<file path="src/rtl/lu_pkg.sv">
package lu_pkg;
  typedef enum logic [2:0] {
    KIND_OTHER = 3'd0,
    KIND_WORD  = 3'd1,
    KIND_BYTE  = 3'd2,
    KIND_HALF  = 3'd3,
    KIND_MISAL = 3'd4
  } kind_e;

  function automatic logic is_late(input logic [2:0] k);
    return (k == KIND_BYTE) || (k == KIND_HALF) || (k == KIND_MISAL);
  endfunction
endpackage

</file>
<file path="src/rtl/lu_match.sv">
module lu_match #(
  parameter int REG_W = 4,
  parameter int NSRC  = 3,
  localparam int NREGS = 1 << REG_W
) (
  input  logic                  pend_vld_i,
  input  logic [REG_W-1:0]      pend_reg_i,
  input  logic [NSRC-1:0]       src_vld_i,
  input  logic [NSRC*REG_W-1:0] src_i,
  input  logic                  blk_i,
  input  logic [NREGS-1:0]      list_i,
  output logic                  hit_o
);
  localparam logic [REG_W-1:0] PC_REG = REG_W'(NREGS - 1);

  logic [NSRC-1:0] src_hit;

  generate
    for (genvar i = 0; i < NSRC; i++) begin : g_src
      logic [REG_W-1:0] fld;
      assign fld        = src_i[i*REG_W +: REG_W];
      assign src_hit[i] = src_vld_i[i] && (fld == pend_reg_i) && (fld != PC_REG);
    end
  endgenerate

  logic list_hit;
  assign list_hit = blk_i && list_i[pend_reg_i] && (pend_reg_i != PC_REG);

  assign hit_o = pend_vld_i && ((|src_hit) || list_hit);
endmodule

</file>
<file path="src/rtl/lu_track.sv">
module lu_track #(
  parameter int REG_W  = 4,
  parameter int WINDOW = 2,
  localparam int NREGS = 1 << REG_W,
  localparam int CNT_W = $clog2(WINDOW + 1)
) (
  input  logic             clk_i,
  input  logic             rst_i,
  input  logic             flush_i,
  input  logic             busy_i,
  input  logic             stall_i,
  input  logic             issue_i,
  input  logic             late_i,
  input  logic             word_i,
  input  logic             multi_i,
  input  logic [REG_W-1:0] dst_i,
  output logic             pend_vld_o,
  output logic [REG_W-1:0] pend_reg_o
);
  localparam logic [REG_W-1:0] PC_REG  = REG_W'(NREGS - 1);
  localparam logic [CNT_W-1:0] LAST_SL = CNT_W'(WINDOW - 1);

  logic             vld_q;
  logic [REG_W-1:0] reg_q;
  logic [CNT_W-1:0] cnt_q;

  always_ff @(posedge clk_i) begin
    if (rst_i || flush_i || busy_i || stall_i) begin
      vld_q <= 1'b0;
      cnt_q <= '0;
    end else if (issue_i) begin
      if (late_i) begin
        vld_q <= (dst_i != PC_REG);
        reg_q <= dst_i;
        cnt_q <= '0;
      end else if (vld_q) begin
        if (multi_i || cnt_q == LAST_SL) begin
          vld_q <= 1'b0;
          cnt_q <= '0;
        end else begin
          cnt_q <= cnt_q + 1'b1;
        end
      end
    end
  end

  assign pend_vld_o = vld_q;
  assign pend_reg_o = reg_q;

  AST_WORD_NO_OPEN: assert property (@(posedge clk_i) disable iff (rst_i)
    (issue_i && word_i && !vld_q) |=> !vld_q);
  AST_WINDOW_BOUND: assert property (@(posedge clk_i) disable iff (rst_i)
    vld_q |-> (cnt_q < CNT_W'(WINDOW)));
  AST_MULTI_CANCEL: assert property (@(posedge clk_i) disable iff (rst_i)
    (issue_i && multi_i && !late_i) |=> !vld_q);
  AST_BUSY_DROP: assert property (@(posedge clk_i) disable iff (rst_i)
    busy_i |=> !vld_q);
  AST_PC_NEVER_HELD: assert property (@(posedge clk_i) disable iff (rst_i)
    vld_q |-> (reg_q != PC_REG));
  AST_FLUSH_DROP: assert property (@(posedge clk_i) disable iff (rst_i)
    flush_i |=> !vld_q);
  AST_NEWEST_WINS: assert property (@(posedge clk_i) disable iff (rst_i)
    (issue_i && late_i && dst_i != PC_REG && !flush_i && !busy_i && !stall_i)
      |=> (vld_q && reg_q == $past(dst_i)));
endmodule

</file>
<file path="src/rtl/lateload_interlock.sv">
module lateload_interlock #(
  parameter int REG_W  = 4,
  parameter int NSRC   = 3,
  parameter int WINDOW = 2,
  localparam int NREGS = 1 << REG_W
) (
  input  logic                  clk_i,
  input  logic                  rst_i,
  input  logic                  flush_i,
  input  logic                  ex_busy_i,
  input  logic                  id_valid_i,
  input  logic [2:0]            id_kind_i,
  input  logic [REG_W-1:0]      id_dst_i,
  input  logic [NSRC-1:0]       id_src_vld_i,
  input  logic [NSRC*REG_W-1:0] id_src_i,
  input  logic                  id_blk_i,
  input  logic [NREGS-1:0]      id_list_i,
  input  logic                  id_multi_i,
  output logic                  stall_o,
  output logic                  bubble_o
);
  import lu_pkg::*;

  logic             pend_vld;
  logic [REG_W-1:0] pend_reg;
  logic             hit;
  logic             issue;
  logic             bubble_q;

  lu_match #(.REG_W(REG_W), .NSRC(NSRC)) u_match (
    .pend_vld_i (pend_vld),
    .pend_reg_i (pend_reg),
    .src_vld_i  (id_src_vld_i),
    .src_i      (id_src_i),
    .blk_i      (id_blk_i),
    .list_i     (id_list_i),
    .hit_o      (hit)
  );

  assign stall_o = id_valid_i && hit && !ex_busy_i && !flush_i;
  assign issue   = id_valid_i && !stall_o && !ex_busy_i && !flush_i;

  lu_track #(.REG_W(REG_W), .WINDOW(WINDOW)) u_track (
    .clk_i      (clk_i),
    .rst_i      (rst_i),
    .flush_i    (flush_i),
    .busy_i     (ex_busy_i),
    .stall_i    (stall_o),
    .issue_i    (issue),
    .late_i     (is_late(id_kind_i)),
    .word_i     (id_kind_i == KIND_WORD),
    .multi_i    (id_multi_i),
    .dst_i      (id_dst_i),
    .pend_vld_o (pend_vld),
    .pend_reg_o (pend_reg)
  );

  always_ff @(posedge clk_i) begin
    if (rst_i) bubble_q <= 1'b0;
    else       bubble_q <= stall_o;
  end

  assign bubble_o = bubble_q;

  AST_SINGLE_STALL: assert property (@(posedge clk_i) disable iff (rst_i)
    stall_o |=> !stall_o);
  AST_BUBBLE_AFTER: assert property (@(posedge clk_i) disable iff (rst_i)
    stall_o |=> bubble_o);
  AST_NO_STRAY_BUBBLE: assert property (@(posedge clk_i) disable iff (rst_i)
    !stall_o |=> !bubble_o);
  AST_RESET_QUIET: assert property (@(posedge clk_i)
    rst_i |=> !bubble_o);
endmodule

</file>
<file path="config.mk">
export PLATFORM = sky130hd
export DESIGN_NAME = lateload_interlock
export DESIGN_NICKNAME = d
export VERILOG_FILES = /design/src/rtl/lu_pkg.sv /design/src/rtl/lu_match.sv /design/src/rtl/lu_track.sv /design/src/rtl/lateload_interlock.sv
export SDC_FILE = /design/constraint.sdc
export NUM_CORES = 1
export LEC_CHECK = 0
export BUFFER_PORTS_ARGS = -buffer_cell sky130_fd_sc_hd__buf_2
export CORE_MARGIN = 5
export CORE_UTILIZATION = 44
export CTS_CLUSTER_DIAMETER = 150
export CTS_CLUSTER_SIZE = 14
export DETAILED_ROUTE_END_ITERATION = 8
export PLACE_DENSITY = 0.93
export SLEW_MARGIN = 25
export SYNTH_ARGS = -nofsm -noshare
export SYNTH_HDL_FRONTEND = slang
export SYNTH_HIERARCHICAL = 1
export SYNTH_SLANG_ARGS = --single-unit
export TNS_END_PERCENT = 50
</file>
<file path="constraint.sdc">
create_clock -name clk_i -period 4.95 [get_ports clk_i]
set_clock_uncertainty 0.15 [all_clocks]
set_input_delay 0.99 -clock clk_i [delete_from_list [all_inputs] [get_ports clk_i]]
set_output_delay 0.99 -clock clk_i [all_outputs]
set_load 0.01 [all_outputs]
</file>
* Yosys cells after proc, flatten, opt, wreduce, memory -nomap -nowiden
Index checks and enable logic that the tools add are counted.
** Word-level totals
- Bits in registers :: 8
- Word-level logic and storage cells :: 56
- Bits of input ports :: 45
- Output and inout port bits :: 2
** Operators by class
- Magnitude comparators :: 1
- $add $sub $neg :: 1
- Multiplexer cells :: 8
- Reductions and logical operators :: 29
- Equal/unequal tests :: 12
- Bitwise operators :: 1
** Operator list (count)
- $ne 4x4->1 const B :: 5
- $logic_and 1x1->1 :: 15
- $eq 4x4->1 :: 3
- $logic_or 1x1->1 :: 7
- $eq 3x2->1 const B :: 2
- $mux 2 :: 3
- $lt 4x5->1 const B :: 1
- $bmux 1 s4 :: 1
- $mux 1 :: 4
- $eq 3x3->1 const B :: 1
- $logic_not 1->1 :: 3
- $reduce_and 3->1 :: 1
- $reduce_or 3->1 :: 1
- $add 2x1->2 const B :: 1
- $eq 2x1->1 const B :: 1
- $reduce_and 2->1 :: 1
- $reduce_bool 2->1 :: 1
- $not 1->1 :: 1

* Longest topological paths before layout
Gate-level depths: netlist of run 1.
- Depth in word-level cells :: 14
- Mapped depth :: 10
- Depth with buffers taken out :: 9

* Modules after synthesis
The synthesis of run 1 kept the hierarchy.
** Modules (own cells, without submodules)
- lu_match :: area an instance 355.3 um^2, times used 1, cells an instance 45, sequential area each 0.0 um^2
- lu_track :: area an instance 286.5 um^2, times used 1, cells an instance 23, sequential area each 180.2 um^2
- lateload_interlock :: area an instance 80.1 um^2, times used 1, cells an instance 8, sequential area each 20.0 um^2

* Worst setup path before layout of run 1
Ideal clock, no wire load.
- Kind :: input to output
- Start :: input id_src_i[0]
- End :: output stall_o
- Path buffers :: 0
- Stages :: 6
- Path slack :: 1.609 ns
- Data arrival time :: 2.201 ns
- Required time :: 3.810 ns
- Cell sequence :: or2_2 > a2111oi_0 > a31oi_1 > nand3_1 > nand2_1 > nor3_1
** On the way
- Word-level cells in the longest chain between the ends :: 9
- Elaborated cells between the ends (all ways) :: 10
- Those cells by class :: 2 x eq/ne; 8 x reduce/logical
** RTL lines
- start: declaration :: RTL line lateload_interlock.sv:15 : input logic [NSRC*REG_W-1:0] id_src_i,
- $eq 4x4->1 :: RTL line lu_match.sv:22 : assign src_hit[i] = src_vld_i[i] && (fld == pend_reg_i) && (fld != PC_REG);
- $logic_and 1x1->1 :: RTL line lu_match.sv:22
- $logic_and 1x1->1 * :: RTL line lu_match.sv:22
- $reduce_or 3->1 * :: RTL line lu_match.sv:29 : assign hit_o = pend_vld_i && ((|src_hit) || list_hit);
- $logic_or 1x1->1 * :: RTL line lu_match.sv:29
- $logic_and 1x1->1 * :: RTL line lu_match.sv:29
- via hit :: RTL line lateload_interlock.sv:26 : logic hit;
- $logic_and 1x1->1 * (3 in a row) :: RTL line lateload_interlock.sv:40 : assign stall_o = id_valid_i && hit && !ex_busy_i && !flush_i;
- end: declaration :: RTL line lateload_interlock.sv:19 : output logic stall_o,
The timed path passes the listed nets; every way through them passes the cells marked *.

* Final worst setup path of run 1
Same ends and word-level chain as after synthesis.

==> flow_summary.yaml, run 1 <==
final_layout:
  fin_area_sq_um: 963
  layout.cells.most_common: "sky130_fd_sc_hd__buf_2"
  finalNonFillerCells: 137
  drive_gt1_share_pct: 46.3
  flow.area_growth_from_synthesis_pct: 34.9
  layout.cells.most_common_list: "sky130_fd_sc_hd__buf_2, sky130_fd_sc_hd__nand3_1, sky130_fd_sc_hd__xnor2_1, sky130_fd_sc_hd__xor2_1"
  antenna-diode-count: 0
  final_core_util_pct: 63.2
  layout.nets: 168
  fillCellCount: 127
yosys:
  ys_warn_count: 6
  syn-instance-count: 75
  post_synth_instance_area_sq_um: 714
  syn-mean-instance-area_sq_um: 9.53
  synthesis.nets: 121
route:
  drt-wirelength-per-cell_microns: 13.5
  overall_routed_net_length_mm: 1.86
  vias: 755
  drt_first_iter_violations: 10
  antenna_left: 0
  route.detailed.drc: 0
  drt_first_pass_iters: 4
  detail_route.vias_per_cell: 5.51
grt:
  grt_pass1_vias: 788
  aggregate_global_routing_overflow: 0
  antenna_found_initial: 0
  grt_pass1_wl_mm: 3.00
  grt_usage_pct: 14.2
  grt_max_degree: 12
timing:
  worst-slew-pin-transition_ns: 0.421
  period_minus_slack_ns: 3.64
  final.setup.worst_slack_ns: 1.31
  timing.final.crit_share_pct: 73.5
  rsz0062_at_grt: "false"
  maxClockFrequency_mhz: 275
  timing.final.hold_violations: 0
  timing.slew.headroom_pct: 71.1
  report.final.slew_viol_count: 0
  setup_violations: 0
  timing.hold.ws_ns: 0.375
  finalSetupTns_ns: 0
worst_setup_path:
  required_worst_endpoint_ns: 3.81
  family_of_cells_with_the_greatest_summed_delay_on_the_critical_path: "simple AND/OR/NAND/NOR gates"
  critical_path_cell_count: 8
  crit_fanout: 2
  critical_path.cell_chain: "buf_2 -> or2_2 -> a2111oi_0 -> a31oi_1 -> nand3_1 -> nand2_1 -> nor3_1 -> buf_2"
  path_class: "primary input to primary output"
  endpoint_kind: "primary output"
  worst_r2r_path_depth: 9
  start_kind: "primary input"
  crit_path_max_incr_delay_ns: 0.40
  startpoint: "id_src_i[0]"
  reg2reg_launch_point: "u_track/pend_reg_o[2]"
  dominant_cell_type_by_count_on_the_critical_path: "sky130_fd_sc_hd__buf_2"
  timing.critical_path.buf_inv: 2
  cp_arrival_ns: 2.50
  crit_slowest_cell: "sky130_fd_sc_hd__a2111oi_0"
place:
  pre_cts_slack_ns: 1.32
  portBuffers: 46
  place_inst: 133
  placedInstanceArea_sq_um: 937
  dp.final_hpwl_mm: 1.56
  gp_congestion: 0.765
clock_tree:
  resized_after_cts: 0
  cts.htree.levels: 1
  postCtsSetupBuffers: 0
  cts.reportedPaths.clkPinSlew_ns: 0.05
  cts.hold.buffers_added: 0
  numClockSinks: 8
  worst_skew_pair.late_latency_ns: 0.25
  clock_tree.root_cell: "sky130_fd_sc_hd__clkbuf_4"
  numCtsBuffers: 3
  ctsLongestPathBuffers: 2
  clock_tree_from_tritoncts: "done"
worst_hold_path:
  hold_path.class: "flop to flop"
  hold_path.startpoint: "u_track/cnt_q[1]"
  min_path_cells: 2
floorplan:
  floorplan.io_pins: 47
  dieWidth_microns: 50.3
  die_area_sq_um: 2530
  core_region_area_sq_um: 1520
  initial_core_util_pct: 46.9
  placement_rows: 14
  die_ht_microns: 50.3
power:
  vdd.ir_drop.worst_uv: 105
  cellLeakagePower_nw: 0.419
  powerDensity_nw_per_um2: 163
  power_mw: 0.157
flow_run:
  max-cap-violations: 0
outcome:
  status: "complete, no violations"
==> tightest hold or removal path, stage by stage (launching register included) <==
cell	delay, ns
sky130_fd_sc_hd__dfxtp_1	0.34
sky130_fd_sc_hd__mux2i_1	0.07
sky130_fd_sc_hd__nor2_1	0.08
==> sequential cells by signal (all words and copies together), names as in the netlist <==
register            cells
bubble_o                1
u_track/pend_vld_o      1
u_track/pend_reg_o      4
u_track/cnt_q           2
==> power breakdown <==
| part | total (mW) | internal, mW | switching (mW) |
|---|---|---|---|
| logic | 0.0338 | 0.0203 | 0.0136 |
| clock network | 0.0530 | 0.0308 | 0.0221 |
| registers | 0.0704 | 0.0698 | 0.000597 |
| total | 0.157 | 0.121 | 0.0363 |
==> final cells by class <==
class                   count  area [sq um]  share of cell area, %
multi-input cells          61           479                   49.7
repair buffers             46           230                   23.9
flip-flops and latches      8           200                   20.8
clock buffers               4          26.3                   2.73
well taps                  16          20.0                   2.08
inverters                   2          7.51                  0.779
==> final timing paths <==
kind	to	slack (ns)
max	stall_o	1.31
min	u_track/cnt_q[1]	0.37
max reg2reg	u_track/pend_reg_o[3]	1.80
min reg2reg	u_track/cnt_q[1]	0.37
==> metal layers <==
layer	track usage (%)	routed length, microns	part of all wire [%]
met2	27.2	958	52
met4	2.55	3	0.16
met5	0	0	0
met3	4.14	197	11
met1	15.2	697	38
Note: power is estimated with default switching activity, not from simulation.
==> run 2, diff against run 1 <==
Settings changed: ABC_AREA set to 1, CORE_UTILIZATION 44 to 39, PLACE_DENSITY 0.93 to 0.85.
Clock period 4.95 ns to 3.2 ns, I/O delays scaled along.
==> run 2 against run 1 <==
First-iteration DRC count is 80% higher. Utilization is 8.5 points lower. Die area is 24% higher. Clock-buffer cell count stayed put. Global-route usage is 2.1 points lower. Sequential power is 53% higher. Via count is 27% higher. Hold slack worse by 0.053 ns. Flip-flop and latch count stayed put. Design area is 13% higher. Critical path type is now flop to primary output.
==> flow_summary.yaml, run 2 <==
power:
  p_seq_share_pct: 43.5
  powerDensity_nw_per_um2: 229
  cellInternalPower_mw: 0.186
  vdd.ir_drop.worst_uv: 188
  fraction_of_power_consumed_by_the_clock_network_pct: 33.7
  switching_share_pct: 25.1
  power.net_switching_mw: 0.0625
  power_frac_comb_pct: 22.8
  cellLeakagePower_nw: 0.610
worst_setup_path:
  required_worst_endpoint_ns: 2.41
  cp_arrival_ns: 2.02
  dominant_cell_type_by_count_on_the_critical_path: "sky130_fd_sc_hd__nand2_1"
  start_kind: "flop"
  crit_path_max_incr_delay_ns: 0.56
  critical_path.cell_chain: "inv_2 -> nand2_1 -> nand3_1 -> nand2_1 -> nand2_1 -> nand3_1 -> nand2_1 -> nand2_1 -> a21oi_1 -> nand2_1 -> inv_1 -> nand2_1 -> inv_1 -> buf_2"
  path_class: "flop to primary output"
  endpoint_kind: "primary output"
  crit_fanout: 12
  crit_slowest_cell: "sky130_fd_sc_hd__edfxtp_1"
clock_tree:
  cts.reportedPaths.clkPinSlew_ns: 0.06
  cts.htree.levels: 1
  numClockSinks: 8
  worst_skew_pair.late_latency_ns: 0.26
  cts.hold.buffers_added: 0
  ctsLongestPathBuffers: 2
  resized_after_cts: 0
  clock_tree.root_cell: "sky130_fd_sc_hd__clkbuf_4"
  numCtsBuffers: 3
  clock_tree_from_tritoncts: "done"
  postCtsSetupBuffers: 0
place:
  gp_congestion: 0.803
  place_inst: 215
  portBuffers: 46
  placedInstanceArea_sq_um: 1060
  dp.final_hpwl_mm: 1.64
timing:
  finalSetupTns_ns: 0
  period_minus_slack_ns: 2.81
  rsz0062_at_grt: "false"
  timing.hold.ws_ns: 0.322
  timing.final.hold_violations: 0
  timing.final.crit_share_pct: 87.8
  timing.slew.headroom_pct: 73.8
  maxClockFrequency_mhz: 356
  report.final.slew_viol_count: 0
  setup_violations: 0
  worst-slew-pin-transition_ns: 0.394
route:
  antenna_left: 0
  detail_route.vias_per_cell: 4.38
  overall_routed_net_length_mm: 1.94
  drt_first_iter_violations: 18
  drt_first_pass_iters: 4
  drt-wirelength-per-cell_microns: 8.86
  vias: 959
  route.detailed.drc: 0
yosys:
  syn-instance-count: 146
  syn-mean-instance-area_sq_um: 5.64
  ys_warn_count: 6
  synthesis.nets: 192
  post_synth_instance_area_sq_um: 823
final_layout:
  finalNonFillerCells: 219
  layout.cells.most_common: "sky130_fd_sc_hd__nand2_1"
  layout.nets: 239
  layout.cells.most_common_list: "sky130_fd_sc_hd__nand2_1, sky130_fd_sc_hd__buf_2, sky130_fd_sc_hd__inv_1, sky130_fd_sc_hd__nor2_1, sky130_fd_sc_hd__nand3_1"
  antenna-diode-count: 0
  flow.area_growth_from_synthesis_pct: 31.8
  fin_area_sq_um: 1080
  drive_gt1_share_pct: 30.7
  largest_register_ff_count: 4
grt:
  grt_pass1_vias: 827
  aggregate_global_routing_overflow: 0
  grt_max_degree: 13
  grt_usage_pct: 12.1
  grt_pass1_wl_mm: 3.17
  antenna_found_initial: 0
floorplan:
  dieWidth_microns: 55.9
  die_ht_microns: 55.9
  die_area_sq_um: 3130
  core_region_area_sq_um: 1980
  floorplan.io_pins: 47
  placement_rows: 16
  initial_core_util_pct: 41.5
outcome:
  status: "complete, no violations"
flow_run:
  max-cap-violations: 0
worst_hold_path:
  hold_path.class: "flop to flop"
[run 2: through the flow]
stage | total power [mW] | worst slack [ns] | utilization [%]
after floorplan | 0.134 | 0.864 | -
after global placement | 0.167 | 0.648 | 53.4
after detailed placement | 0.167 | 0.626 | 53.4
after CTS | 0.253 | 0.369 | 54.7
after global routing | 0.263 | 0.140 | 54.7
final | 0.249 | 0.390 | 54.7
[run 2: power by group through the flow]
stage	clock (mW)	sequential, mW	combinational [mW]
global route	0.0903	0.108	0.0644
CTS	0.0878	0.108	0.0572
floorplan	0	0.110	0.0243
detailed placement	0	0.110	0.0568
global placement	0	0.110	0.0564
finish	0.0838	0.108	0.0567
[run 2: path summary, 6_finish.rpt]
check | depth (start not counted) | slack [ns] | to | from
setup / recovery | 14 | 0.39 | stall_o | u_track/pend_reg_o[0]
hold / removal | 2 | 0.32 | u_track/cnt_q[0] | u_track/cnt_q[0]
setup reg to reg | 16 | 0.62 | u_track/pend_reg_o[2] | u_track/pend_reg_o[0]
hold reg to reg | 2 | 0.32 | u_track/cnt_q[0] | u_track/cnt_q[0]
[run 2: area by class of cell]
type	count	area (sq um)
Timing Repair Buffer	46	230
Tap cell	27	33.8
Inverter	24	90.1
Clock buffer	4	26.3
Multi-Input combinational cell	110	504
Sequential cell	8	200
Fill cell	207	897
[run 2: routing by layer]
metal / part of all wire (%) / GRT usage (%) / up-vias
met5: 0 / 0 / -
li1: - / - / 538
met2: 44 / 20.6 / 33
met3: 9.3 / 3.48 / 4
met1: 45 / 13.5 / 384
met4: 1.6 / 6.10 / 0
[run 2: worst max-delay path: cells and delay by family (launching register included)]
kind,cells,cell delay (ns)
buffers and inverters,4,0.48
and+or+nand+nor,9,0.58
DFF,1,0.56
AOI/OAI and AO/OA,1,0.16
